$ cat config.mk
export PLATFORM = sky130hd
export DESIGN_NAME = dsadc_ctrl
export DESIGN_NICKNAME = d
export VERILOG_FILES = /design/src/rtl/dsadc_pkg.sv /design/src/rtl/dsadc_counter.sv /design/src/rtl/dsadc_phase_fsm.sv /design/src/rtl/dsadc_result.sv /design/src/rtl/dsadc_ctrl.sv
export SDC_FILE = /design/constraint.sdc
export NUM_CORES = 1
export LEC_CHECK = 0
export ABC_AREA = 1
export BUFFER_PORTS_ARGS = -buffer_cell sky130_fd_sc_hd__buf_2
export CAP_MARGIN = 15
export CORE_MARGIN = 2
export CORE_UTILIZATION = 50
export DETAILED_ROUTE_END_ITERATION = 12
export PLACE_DENSITY = 0.71
export SYNTH_ARGS = -nofsm -noshare
export SYNTH_HDL_FRONTEND = slang
export SYNTH_HIERARCHICAL = 1
export SYNTH_SLANG_ARGS = --single-unit
$ cat constraint.sdc
create_clock -name clk -period 3.9 [get_ports clk]
set_input_delay 0.585 -clock clk [delete_from_list [all_inputs] [get_ports clk]]
set_output_delay 0.585 -clock clk [all_outputs]
set_load 0.05 [all_outputs]
$ cat src/rtl/dsadc_pkg.sv
package dsadc_pkg;

  typedef enum logic [1:0] {
    PH_IDLE  = 2'd0,
    PH_RUNUP = 2'd1,
    PH_RUNDN = 2'd2
  } phase_t;

endpackage

$ cat src/rtl/dsadc_counter.sv
module dsadc_counter #(
  parameter int CW     = 12,
  parameter int T1_TOP = 4095,
  parameter int FS_TOP = 4095
) (
  input  logic          clk,
  input  logic          rst,
  input  logic          clr,
  input  logic          inc,
  output logic [CW-1:0] cnt,
  output logic          at_t1_top,
  output logic          at_fs_top
);

  localparam logic [CW-1:0] T1_LIM = CW'(T1_TOP);
  localparam logic [CW-1:0] FS_LIM = CW'(FS_TOP);

  always_ff @(posedge clk) begin
    if (rst)      cnt <= '0;
    else if (clr) cnt <= '0;
    else if (inc) cnt <= cnt + 1'b1;
  end

  assign at_t1_top = (cnt == T1_LIM);
  assign at_fs_top = (cnt == FS_LIM);

  // the counter only moves upward, one step at a time
  a_r5_single_step: assert property (@(posedge clk) disable iff (rst)
    (inc && !clr) |=> (cnt == $past(cnt) + 1'b1));

endmodule

$ cat src/rtl/dsadc_phase_fsm.sv
module dsadc_phase_fsm
  import dsadc_pkg::*;
(
  input  logic clk,
  input  logic rst,
  input  logic start,
  input  logic t1_top,
  input  logic fs_top,
  input  logic cmp_zero,
  output logic sw_input,
  output logic sw_ref,
  output logic busy,
  output logic cnt_clr,
  output logic cnt_inc,
  output logic finish,
  output logic finish_ovr
);

  phase_t ph, ph_nxt;

  always_comb begin
    ph_nxt     = ph;
    cnt_clr    = 1'b0;
    cnt_inc    = 1'b0;
    finish     = 1'b0;
    finish_ovr = 1'b0;
    case (ph)
      PH_IDLE: begin
        cnt_clr = 1'b1;
        if (start) ph_nxt = PH_RUNUP;
      end
      PH_RUNUP: begin
        if (t1_top) begin
          cnt_clr = 1'b1;
          ph_nxt  = PH_RUNDN;
        end else begin
          cnt_inc = 1'b1;
        end
      end
      PH_RUNDN: begin
        if (cmp_zero) begin
          finish = 1'b1;
          ph_nxt = PH_IDLE;
        end else if (fs_top) begin
          finish     = 1'b1;
          finish_ovr = 1'b1;
          ph_nxt     = PH_IDLE;
        end else begin
          cnt_inc = 1'b1;
        end
      end
      default: ph_nxt = PH_IDLE;
    endcase
  end

  always_ff @(posedge clk) begin
    if (rst) begin
      ph       <= PH_IDLE;
      sw_input <= 1'b0;
      sw_ref   <= 1'b0;
      busy     <= 1'b0;
    end else begin
      ph       <= ph_nxt;
      sw_input <= (ph_nxt == PH_RUNUP);
      sw_ref   <= (ph_nxt == PH_RUNDN);
      busy     <= (ph_nxt != PH_IDLE);
    end
  end

  // the two analog switches are mutually exclusive
  a_r4_switch_excl: assert property (@(posedge clk) disable iff (rst)
    !(sw_input && sw_ref));

  // both switches open while idle
  a_r4_idle_open: assert property (@(posedge clk) disable iff (rst)
    !busy |-> (!sw_input && !sw_ref));

  // run-up hands straight over to run-down
  a_r3_handover: assert property (@(posedge clk) disable iff (rst)
    $fell(sw_input) |-> sw_ref);

  // a request while busy never restarts run-up
  a_r9_no_restart: assert property (@(posedge clk) disable iff (rst)
    sw_ref |=> !sw_input);

endmodule

$ cat src/rtl/dsadc_result.sv
module dsadc_result #(
  parameter int RES_W = 12
) (
  input  logic             clk,
  input  logic             rst,
  input  logic             capture,
  input  logic             ovr_in,
  input  logic [RES_W-1:0] cnt_in,
  output logic [RES_W-1:0] result,
  output logic             overrange,
  output logic             done
);

  localparam logic [RES_W-1:0] FS_CODE = {RES_W{1'b1}};

  always_ff @(posedge clk) begin
    if (rst) begin
      result    <= '0;
      overrange <= 1'b0;
      done      <= 1'b0;
    end else begin
      done <= capture;
      if (capture) begin
        result    <= cnt_in;
        overrange <= ovr_in;
      end
    end
  end

  // the done strobe is a single cycle
  a_r8_done_single: assert property (@(posedge clk) disable iff (rst)
    done |=> !done);

  // overrange always comes with the full-scale code
  a_r6_ovr_full: assert property (@(posedge clk) disable iff (rst)
    overrange |-> (result == FS_CODE));

  // outputs hold unless a strobe marks an update
  a_r10_hold: assert property (@(posedge clk) disable iff (rst)
    !done |-> ($stable(result) && $stable(overrange)));

endmodule

$ cat src/rtl/dsadc_ctrl.sv
module dsadc_ctrl #(
  parameter int RES_W   = 12,
  parameter int T1_CLKS = 4096
) (
  input  logic             clk,
  input  logic             rst,
  input  logic             conv_start,
  input  logic             cmp_zero,
  output logic             sw_input,
  output logic             sw_ref,
  output logic             busy,
  output logic             done,
  output logic             overrange,
  output logic [RES_W-1:0] result
);

  localparam int T1_W = (T1_CLKS > 1) ? $clog2(T1_CLKS) : 1;
  localparam int CW   = (T1_W > RES_W) ? T1_W : RES_W;
  localparam int FS   = (1 << RES_W) - 1;

  logic          cnt_clr, cnt_inc, t1_top, fs_top;
  logic          finish, finish_ovr;
  logic [CW-1:0] cnt;

  dsadc_counter #(
    .CW     (CW),
    .T1_TOP (T1_CLKS - 1),
    .FS_TOP (FS)
  ) u_cnt (
    .clk       (clk),
    .rst       (rst),
    .clr       (cnt_clr),
    .inc       (cnt_inc),
    .cnt       (cnt),
    .at_t1_top (t1_top),
    .at_fs_top (fs_top)
  );

  dsadc_phase_fsm u_fsm (
    .clk        (clk),
    .rst        (rst),
    .start      (conv_start),
    .t1_top     (t1_top),
    .fs_top     (fs_top),
    .cmp_zero   (cmp_zero),
    .sw_input   (sw_input),
    .sw_ref     (sw_ref),
    .busy       (busy),
    .cnt_clr    (cnt_clr),
    .cnt_inc    (cnt_inc),
    .finish     (finish),
    .finish_ovr (finish_ovr)
  );

  dsadc_result #(
    .RES_W (RES_W)
  ) u_res (
    .clk       (clk),
    .rst       (rst),
    .capture   (finish),
    .ovr_in    (finish_ovr),
    .cnt_in    (cnt[RES_W-1:0]),
    .result    (result),
    .overrange (overrange),
    .done      (done)
  );

  // busy falls on the edge that raises done
  a_r8_done_ends_busy: assert property (@(posedge clk) disable iff (rst)
    done |-> (!busy && $past(busy)));

  // an idle start request is always accepted
  a_r2_start_taken: assert property (@(posedge clk) disable iff (rst)
    (!busy && conv_start) |=> (busy && sw_input));

endmodule

# Yosys cells after proc, flatten, opt, wreduce, memory -nomap -nowiden

Index checks and enable logic that the tools add are counted.

Divide/modulo/power cells: 0
Add/sub/neg operators: 1
Bitwise logic cells: 0
Multiplexer cells: 14
Equal/unequal tests: 5
Shift-type cells: 0
Multiply operators: 0
Magnitude comparators: 0
Reductions and logical operators: 3

Operators with widths:

| operator                | number |
|---|---|
| $add A12 B1 Y12 const B | 1 |
| $eq A12 B12 Y1 const B  | 1 |
| $mux W2                 | 4 |
| $mux W1                 | 7 |
| $pmux W2 S3             | 1 |
| $eq A2 B1 Y1 const B    | 2 |
| $eq A2 B2 Y1 const B    | 2 |
| $pmux W1 S2             | 2 |
| $logic_not A2 Y1        | 1 |
| $reduce_bool A2 Y1      | 1 |
| $reduce_or A2 Y1        | 1 |

Bits in registers: 31
Memory bits (writable): 0
Logic and storage cells: 31
ROM bits: 0
Input bits: 4
Bits in latches: 0
Memories kept: 0
Output and inout bits: 17

# Depth between registers and ports, before layout

Gate-level depths: netlist (run 1).

Depth in word-level cells: 5
Gate-level depth with buffers: 14
Gate-level depth less buffers: 13

# By module

The synthesis (run 1) kept the hierarchy.

By module, submodules not included:

| module          | area an instance (µm²) | cells an instance | sequential area each (µm²) | times used |
|---|---|---|---|---|
| dsadc_counter   | 611.8                  | 90                | 240.2                      | 1 |
| dsadc_result    | 576.8                  | 86                | 280.3                      | 1 |
| dsadc_phase_fsm | 321.6                  | 45                | 100.1                      | 1 |

# Least setup slack after synthesis (run 1)

No wires, ideal clock.

Kind: reg-to-reg
From: reg u_cnt.cnt[0]
To: reg u_cnt.cnt[8]
Cell stages (with the launch flop): 14
Clock period less this slack: 2.019 ns
Library setup time: 0.064 ns
Buffers on the path: 1
Slack: 1.881 ns
Data arrival time: 1.955 ns
Required time: 3.836 ns
Path through: dfxtp_1 -> ha_1 -> nand3_1 -> nor4_1 -> buf_4 -> inv_1 -> nand2_1 -> a21boi_0 -> nand2_1 -> nor2_4 -> nand3_1 -> nand2_1 -> inv_1 -> nor2_1

Longest elaborated chain between the ends: 4
Elaborated cells between the ends (all ways): 8
Classes of those cells: 1 x add/sub; 1 x eq/ne; 5 x mux; 1 x reduce/logical

Ends and longest elaborated chain:

| what                     | RTL line              | text |
|---|---|---|
| start: declaration       | dsadc_counter.sv:10   | `output logic [CW-1:0] cnt,` |
| start signal: assignment | dsadc_counter.sv:21   | `else if (inc) cnt <= cnt + 1'b1;` |
| $eq A12 B12 Y1 (*)       | dsadc_counter.sv:25   | `assign at_fs_top = (cnt == FS_LIM);` |
| named net fs_top         | dsadc_ctrl.sv:21      | `logic cnt_clr, cnt_inc, t1_top, fs_top;` |
| $mux W1 (*)              | dsadc_phase_fsm.sv:44 | `end else if (fs_top) begin` |
| $mux W1                  | dsadc_phase_fsm.sv:41 | `if (cmp_zero) begin` |
| $pmux W1 S2 (*)          | dsadc_phase_fsm.sv:27 | `case (ph)` |
| named net cnt_inc        | dsadc_ctrl.sv:21      |  |

Mark *: on every way through the listed nets, which the timed path passes. The rest lies on a longest branch.
A chain may end at the register's enable or synchronous reset.

# Worst setup path after layout (run 1)

From: reg u_cnt.cnt[0]
To: reg u_res.result[1]

Longest elaborated chain between the ends: 4

Ends and longest elaborated chain:

| what                   | RTL line              | text |
|---|---|---|
| $eq A12 B12 Y1         | dsadc_counter.sv:25   |  |
| named net fs_top       | dsadc_ctrl.sv:21      |  |
| $mux W1                | dsadc_phase_fsm.sv:44 |  |
| $mux W1                | dsadc_phase_fsm.sv:41 |  |
| $mux W1                | dsadc_phase_fsm.sv:27 |  |
| named net finish       | dsadc_ctrl.sv:22      | `logic finish, finish_ovr;` |
| end signal: assignment | dsadc_result.sv:24    | `result <= cnt_in;` |
| end: declaration       | dsadc_result.sv:9     | `output logic [RES_W-1:0] result,` |

The timed path passes the listed nets, and every way through them passes these cells.

==> results of run 1 <==
==> cells in the final DEF, fill, tap and decap left out, types with 4 or more instances in the layout <==
cell type   n
nand3_1    12
buf_2      20
dfxtp_1    31
nand2_1    53
nor2_1     43
inv_1      41
ha_1        5
nand2_2     4
clkbuf_4    5
a21oi_1     8
==> final timing paths <==
check                  startpoint              end  slack [ns]  depth (start not counted)
hold / removal                rst       u_res/done        0.47                          2
hold reg to reg   u_res/result[3]  u_res/result[3]        0.47                          2
setup / recovery     u_cnt/cnt[0]  u_res/result[1]        1.35                          8
setup reg to reg     u_cnt/cnt[0]  u_res/result[1]        1.35                          8
==> flip-flops by register name, indices dropped and copies added (netlist names) <==
| register | cells |
|---|---|
| u_cnt/cnt | 12 |
| u_res/result | 12 |
| u_fsm/ph | 2 |
| u_fsm/busy | 1 |
| u_fsm/sw_input | 1 |
| u_fsm/sw_ref | 1 |
| u_res/done | 1 |
| u_res/overrange | 1 |
==> per-stage QoR <==
step | worst slack, ns | std cells | utilization
global placement | 1.398 | 266 | 0.5691
floorplan | 1.881 | 221 | -
detailed placement | 1.334 | 266 | 0.5691
CTS | 1.301 | 273 | 0.5892
global route | 0.9761 | 273 | 0.5892
finish | 1.354 | 273 | 0.5892
==> power by group <==
group	total, mW	leakage [nW]	switching, mW	internal (mW)
Sequential	0.321	0.250	0.00157	0.320
Combinational	0.0425	0.447	0.0297	0.0128
Clock	0.188	0.0341	0.105	0.0834
==> per-layer routing <==
layer | share of wire | vias up
met3 | 0.043 | 4
met5 | 0 | -
li1 | - | 703
met4 | 0.018 | 0
met2 | 0.40 | 19
met1 | 0.54 | 545
==> critical path: stages, from the launching register on <==
cell and delay, ns:
dfxtp_1 0.40, ha_1 0.18, nand3_1 0.09, nor4_1 0.47, inv_1 0.17, a21oi_2 0.84, nand2_1 0.15, nand2_1 0.10
nor2_1 0.04
==> logic make-up after synthesis <==
| logic type | after synthesis |
|---|---|
| adder cells (fa/ha/maj) | 5 |
| AO/OA/AOI/OAI | 15 |
| buffers and inverters | 48 |
| AND/OR/NAND/NOR | 122 |
| flip-flops | 31 |
==> final cells by class <==
cell class / instances / area share
multi-input combinational: 142 / 0.4103
inverter: 42 / 0.09614
tap: 31 / 0.02347
timing repair buffer: 20 / 0.06056
sequential: 31 / 0.3755
clock buffer: 6 / 0.03104
clock inverter: 1 / 0.003028
==> impl_metrics.csv, run 1 <==
group,metric,value,unit
sta,tightest_slew,1.015,ns
synthesis,synth_seq_area_share,0.4109,
clock_tree,cts_max_level,2,
pwr,total_power,0.5518,mW
clock_tree,clock_path_buffers,2,
floorplan,die_h,58.96,um
grt,grt_pass1_wl,4685,um
sta,clock_skew,0.003925,ns
routing,vias,1271,
synthesis,synth_area,1510,um^2
floorplan,die_x,58.96,um
routing,remaining_drc_errors,3,
setup_path,crit_fanout,27,
grt,antenna_found_initial,0,
floorplan,io_pins,21,
clock_tree,postCtsHoldBufs,0,
setup_path,arrival,2.77,ns
sta,period_share,0.6528,
synthesis,syn_avg_cell_area,6.833,um^2
floorplan,start_util,0.5384,
clock_tree,postCtsResizedCells,0,
setup_path,start_kind,"flop",
synthesis,synth_edf_count,0,
cells_and_area,final_cell_area,1653,um^2
clock_tree,post-cts-setup-buffers,0,
routing,ant_nets,0,
synthesis,yosys.area_share.simple,0.3496,
grt,overflow,0,
pwr,p_per_area,333.9,nW/um^2
place,dp_hpwl,1915,um
floorplan,core,2805,um^2
synthesis,synth_commonest_cells,"53 x nand2_1, 43 x nor2_1, 41 x inv_1, 31 x dfxtp_1, 12 x nand3_1",
pwr,vdd_ir_drop_max,0.0002137,V
routing,viasPerCell,4.656,
clock_tree,clkSlewWorstSetupHoldPaths,0.09,ns
synthesis,ys_async_sr_fraction,0,
floorplan,rows,19,
synthesis,synth_top_cell_by_area,"dfxtp_1",
grt,met1_usage,0.2558,
setup_path,required,4.13,ns
synthesis,synth_area_leaders,"dfxtp_1 41%, nand2_1 13%, nor2_1 11%",
flow_run,max_cap_viol_count,0,
clock_tree,numCtsBuffers,5,
synthesis,synth_seq_cells,31,
synthesis,ys_types,21,
sta,fin_tns_setup,0,ns
sta,maxSlewHeadroom,0.3230,
setup_path,critPathCaptureType,"flop",
routing,drt_iter0_drc,67,
synthesis,synthFlopType,"dfxtp_1",
cells_and_area,multi_input_area,678.2,um^2
floorplan,die_area,3476,um^2
synthesis,syn_inst,221,
grt,grt-busiest-layer,"met1",
outcome,status,"finished with violations",
sta,setup_viol,0,
synthesis,ys.warnings.count,6,
sta,fmax,392.8,MHz
clock_tree,cts-root-buf,"clkbuf_4",
grt,grt_pass1_vias,1084,
synthesis,synth_top_family_by_area,"simple AND/OR/NAND/NOR gates",
clock_tree,cts.sinks,31,
place,port_buffers,20,
sta,whs,0.4669,ns
min_path,hold_path_class,"input port to flop",
grt,met2_usage,0.2365,
synthesis,synthAdderAreaFrac,0.04143,
cells_and_area,area_growth,9.445,%
clock_tree,cts_tree,"done",
grt,grt_max_degree,28,
cells_and_area,n_fill_cell,278,
synthesis,synth_nets,230,
grt,track_usage,0.1785,
cells_and_area,diodes,0,
synthesis,synth_compound_area_frac,0.05551,
cells_and_area,nNetsFinal,251,
routing,first_pass_iters,8,
synthesis,yosysMostFrequentCell,"nand2_1",
outcome,violations,"design-rule violations",
place,routabilityCongestion,0.7271,
synthesis,synth_xor_area_frac,0,
sta,finalCriticalPeriod,2.546,ns
sta,finalHoldViolCount,0,
pwr,p_leak,0.7311,nW
synthesis,netlist.area_leader.share,0.4109,
routing,post_drt_wl_per_cell,9.733,um
sta,rsz0062_at_grt,"false",
place,place_area,1597,um^2
synthesis,yosys-mux-area-fraction,0,
cells_and_area,final-seq-area,620.6,um^2
grt,met3_usage,0.03956,
routing,drt_wl_total,2657,um
setup_path,crit_type,"flop to flop",
clock_tree,clock_latency,0.33,ns
sta,finalMaxSlewViolations,0,
cells_and_area,drive_gt1_frac,0.1653,
Power figures use the tool's default switching activity.
==> run 2: changes to the inputs <==
- PLACE_DENSITY: 0.71 -> 0.74
- clock period: 3.9 -> 2.1 ns (I/O delays scaled with it)
==> run 2 against run 1 <==
  * First-iteration DRC count up 25%
  * Wire length rose by 5.5%
  * The flow still finishes with violations (design-rule violations)
  * Count of clock-buffer cells in the layout unchanged
  * Critical endpoint is now u_cnt/cnt[11]
  * Utilization increased by 5.6 points
  * Critical path type unchanged
  * Hold slack got worse by 0.28 ns
==> impl_metrics.csv, run 2 (same netlist as run 1, synthesis figures left out) <==
group,metric,value,unit
place,dp_hpwl,2071,um
setup_path,required,2.37,ns
routing,viasPerCell,4.581,
cells_and_area,diodes,0,
routing,ant_nets,0,
grt,grt_pass1_vias,1109,
clock_tree,postCtsHoldBufs,0,
clock_tree,cts_tree,"done",
setup_path,critical_path.slowest_cell,"dfxtp_1",
clock_tree,cts_max_level,2,
min_path,hold_path_class,"input port to flop",
clock_tree,numCtsBuffers,5,
routing,drt_iter0_drc,84,
setup_path,crit_chain,"ha_1 > nand3_1 > nor4_4 > inv_1 > nand3_2 > a21boi_0 > buf_4 > nand2_2 > nor2_4 > nand3_2 > nand2_1 > nand2_1 > nor2_1",
sta,maxSlewHeadroom,0.7737,
clock_tree,cts.sinks,31,
clock_tree,clock_path_buffers,2,
pwr,p_leak,0.8413,nW
pwr,sw_frac_of_total,0.2256,
setup_path,critPathCaptureType,"flop",
pwr,total_power,1.165,mW
sta,setup_viol,0,
clock_tree,clock_latency,0.33,ns
setup_path,crit_fanout,9,
grt,track_usage,0.1856,
cells_and_area,area_growth,19.88,%
cells_and_area,nNetsFinal,266,
floorplan,rows,19,
floorplan,die_area,3476,um^2
floorplan,start_util,0.5384,
routing,post_drt_wl_per_cell,9.696,um
flow_run,max_cap_viol_count,0,
pwr,clkPwrFrac,0.416,
routing,remaining_drc_errors,1,
floorplan,die_x,58.96,um
routing,first_pass_iters,8,
cells_and_area,n_fill_cell,253,
grt,overflow,0,
cells_and_area,final_util,0.6454,
sta,finalHoldViolCount,0,
cells_and_area,final_common_cell,"nand2_1",
grt,grt_pass1_wl,4740,um
cells_and_area,drive_gt1_frac,0.2209,
pwr,p_per_area,643.3,nW/um^2
pwr,p_int,0.9020,mW
clock_tree,post-cts-setup-buffers,0,
grt,grt_max_degree,28,
sta,finalMaxSlewViolations,0,
pwr,power_frac_comb,0.071,
floorplan,core,2805,um^2
grt,antenna_found_initial,0,
cells_and_area,final_cell_area,1810,um^2
place,place_area,1709,um^2
sta,fin_tns_setup,0,ns
floorplan,io_pins,21,
routing,drt_wl_total,2802,um
setup_path,start_kind,"flop",
pwr,switchingPower,0.2627,mW
setup_path,critPathTopFamily,"simple AND/OR/NAND/NOR gates",
cells_and_area,final_cell_mix,"53 x nand2_1, 43 x nor2_1, 41 x inv_1, 31 x dfxtp_1, 20 x buf_2",
setup_path,arrival,2.20,ns
sta,period_share,0.9178,
clock_tree,postCtsResizedCells,0,
pwr,vdd_ir_drop_max,0.0003390,V
setup_path,cp_slowest_stage_delay,0.33,ns
place,port_buffers,20,
sta,fmax,518.8,MHz
sta,finalCriticalPeriod,1.927,ns
clock_tree,cts-root-buf,"clkbuf_4",
routing,vias,1324,
sta,clock_skew,0.004784,ns
sta,rsz0062_at_grt,"false",
floorplan,die_h,58.96,um
setup_path,crit_type,"flop to flop",
setup_path,critPathBufInv,2,
pwr,p_seq_frac,0.512,
clock_tree,clkSlewWorstSetupHoldPaths,0.10,ns
outcome,violations,"design-rule violations",
sta,tightest_slew,0.3391,ns
place,routabilityCongestion,0.8460,
outcome,status,"finished with violations",
cells_and_area,largest_registers,"u_cnt/cnt (12), u_res/result (12), u_fsm/ph (2)",
## run 2: changes by cell type in the layout (fill, tap and decap cells not counted), sizes merged
cell	delta
bufinv	+1
buf	+15
## run 2: worst paths after layout
| kind | start | endpoint | slack (ns) | cells after the start |
|---|---|---|---|---|
| setup / recovery | u_cnt/cnt[0] | u_cnt/cnt[11] | 0.17 | 13 |
| hold / removal | rst | u_res/done | 0.19 | 2 |
| hold reg to reg | u_res/result[5] | u_res/result[5] | 0.47 | 2 |
| setup reg to reg | u_cnt/cnt[0] | u_cnt/cnt[11] | 0.17 | 13 |
## run 2: power by group through the flow
stage	clock network (mW)	logic (mW)	registers [mW]
floorplan	0	0.0487	0.626
global placement	0	0.0814	0.610
detailed placement	0	0.0820	0.611
CTS	0.503	0.0827	0.597
global route	0.530	0.0917	0.597
finish	0.485	0.0832	0.597
## run 2: area by class of cell
class	count	area [um^2]	share of cell area
repair buffers	35	212.7	0.1175
inverters	42	158.9	0.08777
flip-flops and latches	31	620.6	0.3428
clock inverters	2	35.03	0.01935
clock buffers	6	51.30	0.02833
multi-input cells	142	693.2	0.3829
well taps	31	38.79	0.02142
## run 2: layer usage
| metal | track usage | share of wire | vias to the layer above |
|---|---|---|---|
| met5 | 0 | 0 | - |
| met4 | 0.08766 | 0.019 | 0 |
| met3 | 0.06593 | 0.052 | 6 |
| met2 | 0.2683 | 0.42 | 28 |
| met1 | 0.2462 | 0.50 | 556 |
| li1 | - | - | 734 |
## run 2: per-stage QoR
| step | hold slack, ns | cells | setup WS (ns) |
|---|---|---|---|
| floorplan | 0.3863 | 221 | 0.08139 |
| global placement | 0.4525 | 281 | 0.1193 |
| detailed placement | 0.4552 | 281 | 0.03554 |
| CTS | 0.1750 | 289 | 0.03189 |
| global route | 0.1517 | 289 | 0.002675 |
| finish | 0.1888 | 289 | 0.1725 |
